`src/rtl/chr_map_pkg.sv`:
```
package chr_map_pkg;
  localparam int BANK_W  = 5;
  localparam int VADDR_W = 13;
  localparam int PAGE_W  = 12;

  typedef enum logic [1:0] {
    MIR_ONE_LO = 2'd0,
    MIR_ONE_HI = 2'd1,
    MIR_VERT   = 2'd2,
    MIR_HORIZ  = 2'd3
  } mirror_e;
endpackage

```
`src/rtl/chr_bank_sel.sv`:
```
module chr_bank_sel
  import chr_map_pkg::*;
#(
  parameter int NBANKS  = 16,
  parameter int CADDR_W = 16
) (
  input  logic               split_i,
  input  logic [BANK_W-1:0]  bank_a_i,
  input  logic [BANK_W-1:0]  bank_b_i,
  input  logic [VADDR_W-1:0] vaddr_i,
  output logic [CADDR_W-1:0] addr_o
);
  localparam int BSEL_W = CADDR_W - PAGE_W;
  localparam int EXT_W  = BANK_W + BSEL_W;
  localparam logic [BANK_W-1:0] MASK = BANK_W'(NBANKS - 1);

  logic [BANK_W-1:0] bank4;
  logic [BANK_W-1:0] bank_m;
  logic [EXT_W-1:0]  bank_ext;

  always_comb begin
    if (split_i)
      bank4 = vaddr_i[PAGE_W] ? bank_b_i : bank_a_i;
    else
      bank4 = {bank_a_i[BANK_W-1:1], vaddr_i[PAGE_W]};
    bank_m   = bank4 & MASK;
    bank_ext = EXT_W'(bank_m);
  end

  assign addr_o = {bank_ext[BSEL_W-1:0], vaddr_i[PAGE_W-1:0]};
endmodule

```
`src/rtl/nt_mirror_sel.sv`:
```
module nt_mirror_sel
  import chr_map_pkg::*;
(
  input  logic [1:0]         mode_i,
  input  logic [VADDR_W-1:0] vaddr_i,
  output logic               sel_o
);
  mirror_e mode;
  assign mode = mirror_e'(mode_i);

  always_comb begin
    unique case (mode)
      MIR_ONE_LO: sel_o = 1'b0;
      MIR_ONE_HI: sel_o = 1'b1;
      MIR_VERT:   sel_o = vaddr_i[10];
      MIR_HORIZ:  sel_o = vaddr_i[11];
      default:    sel_o = 1'b0;
    endcase
  end
endmodule

```
`src/rtl/xlate_pipe.sv`:
```
module xlate_pipe #(
  parameter int DATA_W = 17
) (
  input  logic              clk,
  input  logic              rst_n,
  input  logic              in_valid_i,
  output logic              in_ready_o,
  input  logic [DATA_W-1:0] in_data_i,
  output logic              out_valid_o,
  input  logic              out_ready_i,
  output logic [DATA_W-1:0] out_data_o
);
  assign in_ready_o = !out_valid_o || out_ready_i;

  always_ff @(posedge clk or negedge rst_n) begin
    if (!rst_n) begin
      out_valid_o <= 1'b0;
      out_data_o  <= '0;
    end else if (in_ready_o) begin
      out_valid_o <= in_valid_i;
      if (in_valid_i) out_data_o <= in_data_i;
    end
  end
endmodule

```
`src/rtl/chr_nt_mapper.sv`:
```
module chr_nt_mapper
  import chr_map_pkg::*;
#(
  parameter int CHR_BANKS_4K = 32,
  parameter bit CHR_RAM      = 1'b0,
  localparam int CADDR_W     = PAGE_W + $clog2(CHR_BANKS_4K)
) (
  input  logic               clk,
  input  logic               rst_n,
  input  logic               ctrl_split_i,
  input  logic [1:0]         ctrl_mirror_i,
  input  logic [BANK_W-1:0]  chr_bank_a_i,
  input  logic [BANK_W-1:0]  chr_bank_b_i,
  input  logic               req_valid_i,
  output logic               req_ready_o,
  input  logic [VADDR_W-1:0] req_vaddr_i,
  output logic               rsp_valid_o,
  input  logic               rsp_ready_i,
  output logic [CADDR_W-1:0] rsp_chr_addr_o,
  output logic               rsp_nt_sel_o
);
  localparam int EFF_BANKS = CHR_RAM ? 2 : CHR_BANKS_4K;
  localparam int DATA_W    = CADDR_W + 1;

  logic [CADDR_W-1:0] addr_c;
  logic               nt_c;
  logic [DATA_W-1:0]  out_data;

  chr_bank_sel #(.NBANKS(EFF_BANKS), .CADDR_W(CADDR_W)) u_bank (
    .split_i (ctrl_split_i),
    .bank_a_i(chr_bank_a_i),
    .bank_b_i(chr_bank_b_i),
    .vaddr_i (req_vaddr_i),
    .addr_o  (addr_c)
  );

  nt_mirror_sel u_mir (
    .mode_i (ctrl_mirror_i),
    .vaddr_i(req_vaddr_i),
    .sel_o  (nt_c)
  );

  xlate_pipe #(.DATA_W(DATA_W)) u_pipe (
    .clk        (clk),
    .rst_n      (rst_n),
    .in_valid_i (req_valid_i),
    .in_ready_o (req_ready_o),
    .in_data_i  ({addr_c, nt_c}),
    .out_valid_o(rsp_valid_o),
    .out_ready_i(rsp_ready_i),
    .out_data_o (out_data)
  );

  assign rsp_chr_addr_o = out_data[DATA_W-1:1];
  assign rsp_nt_sel_o   = out_data[0];
endmodule

```
`config.mk`:
```
export PLATFORM = sky130hd
export DESIGN_NAME = chr_nt_mapper
export DESIGN_NICKNAME = d
export VERILOG_FILES = /design/src/rtl/chr_map_pkg.sv /design/src/rtl/chr_bank_sel.sv /design/src/rtl/nt_mirror_sel.sv /design/src/rtl/xlate_pipe.sv /design/src/rtl/chr_nt_mapper.sv
export SDC_FILE = /design/constraint.sdc
export NUM_CORES = 1
export LEC_CHECK = 0
export BUFFER_PORTS_ARGS = -buffer_cell sky130_fd_sc_hd__buf_2
export CAP_MARGIN = 5
export CORE_MARGIN = 5
export CORE_UTILIZATION = 45
export DETAILED_ROUTE_END_ITERATION = 8
export GPL_ROUTABILITY_DRIVEN = 1
export HOLD_SLACK_MARGIN = 0.08
export PLACE_DENSITY = 0.87
export SLEW_MARGIN = 20
export SYNTH_ARGS = -nofsm -noshare
export SYNTH_HDL_FRONTEND = slang
export SYNTH_SLANG_ARGS = --single-unit
export TNS_END_PERCENT = 10
```
`constraint.sdc`:
```
create_clock -name clk -period 4.2 [get_ports clk]
set_input_delay 1.26 -clock clk [delete_from_list [all_inputs] [get_ports clk]]
set_output_delay 1.26 -clock clk [all_outputs]
set_load 0.005 [all_outputs]
```
==> results.md <==
- Cell family with most CP delay: buffers and inverters
- Worst setup startpoint: rsp_ready_i
- Crit-path max cell delay: 0.16 ns
- Worst-Margin Slew: between 0.4 and 0.5 ns
- Synth top area cells: dfrtp_1 (57%), mux2_2 (11%), mux2_4 (11%)
- DP Wirelength: around 1500 um
- Largest net degree at the start of global routing: 20
- Post-synthesis sequential area ratio: 0.569
- # diodes: 0
- Max frequency: 344 MHz
- RSZ-0062 raised after global routing: no
- DRC violation count after routing: 0
- Global Route Usage Sum: 0.139
- Clk_lat worst skew: 0.28 ns
- Reg-to-reg slack, setup: about 2.9 ns
- Post-synthesis cell type count: 13
- Clock slew at reported path FFs: about 0.10 ns
- Startpoint Class: primary input
- Post-CTS Resized: 0
- Post-DP Area: approximately 0.0011 mm2
- First-pass GRT wire length: 2840 um
- EDFF count, synth: 0
- Mapped Cells: 58
- Clock Path Buffers: 2
- Outcome: completed
- Tmin final: between 2 and 3 ns
- GR Util met2: 0.271
- Critical Path Slowest Stage Cell: nand2b_4
- Num ports: 50
- Post-CTS Setup Repair Bufs: 0
- Crit path capture type: output pin
- Clk sinks: 19
- Vias in the first global route: 704
- Antenna violations before repair: 0
- FF-to-FF End: u_pipe.out_data_o[0]
- Commonest cells in the netlist: dfrtp_1 (19), a21oi_1 (10), mux2_2 (8)
- R2R depth: 3
- Core Area: ~0.0017 mm2
- Synthesized cell area: approximately 840 um2
- Share of layout cells above drive strength 1: 0.639
- Drt via density: around 4.7
- Routed Wire Length: approximately 1800 um
- CP required: just under 3 ns
- Final Hold Vio Count: 0
- PortBufs: slightly below 50
- M1 GR Usage: 0.147
- Cell chain of the critical path: buf_2 -> nand2b_4 -> buf_2
- Synthesized area per cell: between 10 and 15 um2
- TritonRoute pass-1 iters: 2
- Initial Util: 0.479
- PD cells: ~370 mW/mm2
- Synth Warn #: 0
- Rows: 15
- Most frequent cell after synthesis: dfrtp_1
- Total vias in the final route: between 600 and 700
- Max-cap violations: 0
- Rel. slew slack: 0.733
- CTS tree: built
- DR iter-0 viols: 1
- Worst min-delay path class: reg -> reg
- Clock skew: 0.00111 ns
- Root Buffer: clkbuf_4
- Most used DFF post-synth: dfrtp_1
- Net Count, Synth: slightly below 90
- Final instance area: between 0.001 and 0.0015 mm2
- WL/cell: about 13 um
- Slew Limit Fails: 0
- Worst Setup EP: req_ready_o
- CP Depth: 3
- Grt ovf: 0
- Max FO, Critical Path: 7
- Antenna Nets Post-Route: 0
- Routability cong.: about 0.65
- Top cell type's share of synthesized area: 0.569
- Nets: 139
- Asr flop ratio synth: 1.00
- Peak VDD IR: approximately 0.23 mV
- GR Layer Usage met3: 0.0282
- Area leader, netlist: dfrtp_1
- Synth Register Bits: 19
- H-tree depth: 1
- FF-to-FF Start: u_pipe.out_valid_o
- CP Class: in -> out
- Die H: 53.1 um
- Die area: about 0.0028 mm2
- Chip width: roughly 53 um
- Leak pwr: approximately 0.58 nW
- Final setup viols: 0
- Tcrit/Tclk final: 0.692
- CP Data Arrival Time: about 1.7 ns
- Most frequent CP cell: buf_2
- Worst Path Buf+Inv: 2
- Setup_tns: 0 ns
- Layer with the highest usage: met2
- Inserted Clock Buffers: 3
- Hold Buf Count CTS: 0
- Area Growth Syn to Fin: 31.9%
==> state kept, by name, summed over array words and instances, names as in the netlist <==
register / flops
u_pipe.out_data_o: 18
u_pipe.out_valid_o: 1
==> metrics by stage <==
step | utilization | std cells | power, mW | hold slack, ns | setup slack [ns]
CTS | 0.632 | 133 | 0.413 | 0.516 | 1.29
floorplan | - | 58 | 0.276 | 0.505 | 1.44
finish | 0.632 | 133 | 0.407 | 0.514 | 1.29
global route | 0.632 | 133 | 0.432 | 0.544 | 1.27
global placement | 0.616 | 129 | 0.319 | 0.484 | 1.30
detailed placement | 0.616 | 129 | 0.325 | 0.490 | 1.29
==> cells in the final DEF (no fill, tap or decap) <==
| master | n |
|---|---|
| mux2_4 | 6 |
| dfrtp_1 | 19 |
| and2_4 | 1 |
| a21oi_1 | 10 |
| clkbuf_4 | 3 |
| nand2b_4 | 1 |
| mux2i_1 | 4 |
| nand2b_1 | 1 |
| nand2_1 | 1 |
| inv_1 | 2 |
| buf_2 | 49 |
| clkinv_2 | 1 |
| a31oi_1 | 2 |
| mux2_2 | 8 |
==> worst min path at each step <==
stage                     startpoint                    end  cells past startpoint
3_5_place_dp    u_pipe.out_data_o[2]   u_pipe.out_data_o[2]                      1
6_report       u_pipe.out_data_o[13]  u_pipe.out_data_o[13]                      1
5_1_grt         u_pipe.out_data_o[2]   u_pipe.out_data_o[2]                      1
2_1_floorplan   u_pipe.out_data_o[0]   u_pipe.out_data_o[0]                      1
3_3_place_gp   u_pipe.out_data_o[13]  u_pipe.out_data_o[13]                      1
4_1_cts        u_pipe.out_data_o[13]  u_pipe.out_data_o[13]                      1
==> routing by layer <==
metal	wire length (um)	share of wire
met2	1010	0.57
met3	122	0.069
met5	0	0
met1	631	0.36
met4	0	0
==> logic make-up after synthesis <==
logic type             after synthesis  share of synthesized area
AO/OA/AOI/OAI                       12                     0.0749
buffers and inverters                5                     0.0539
flip-flops                          19                      0.569
multiplexers                        18                      0.263
AND/OR/NAND/NOR                      4                     0.0389
==> worst reg2reg max path, cell delays in order, from the launching register on <==
cell and delay (ns):
dfrtp_1 0.42, nand2b_4 0.11, and2_4 0.31, mux2_2 0.38
==> report_power, final <==
part	leakage (nW)	internal [mW]	total (mW)	switching, mW
clock network	0.0177	0.0353	0.0884	0.0531
registers	0.218	0.209	0.223	0.0138
logic	0.346	0.0571	0.0954	0.0382
==> layout make-up <==
cell class,instances,area [um2]
tap,25,31.3
inverter,2,7.51
sequential,19,475
clock inverter,1,5.00
clock buffer,3,22.5
fill,158,643
multi-input combinational,34,315
timing repair buffer,49,245
Power figures use the tool's default switching activity.
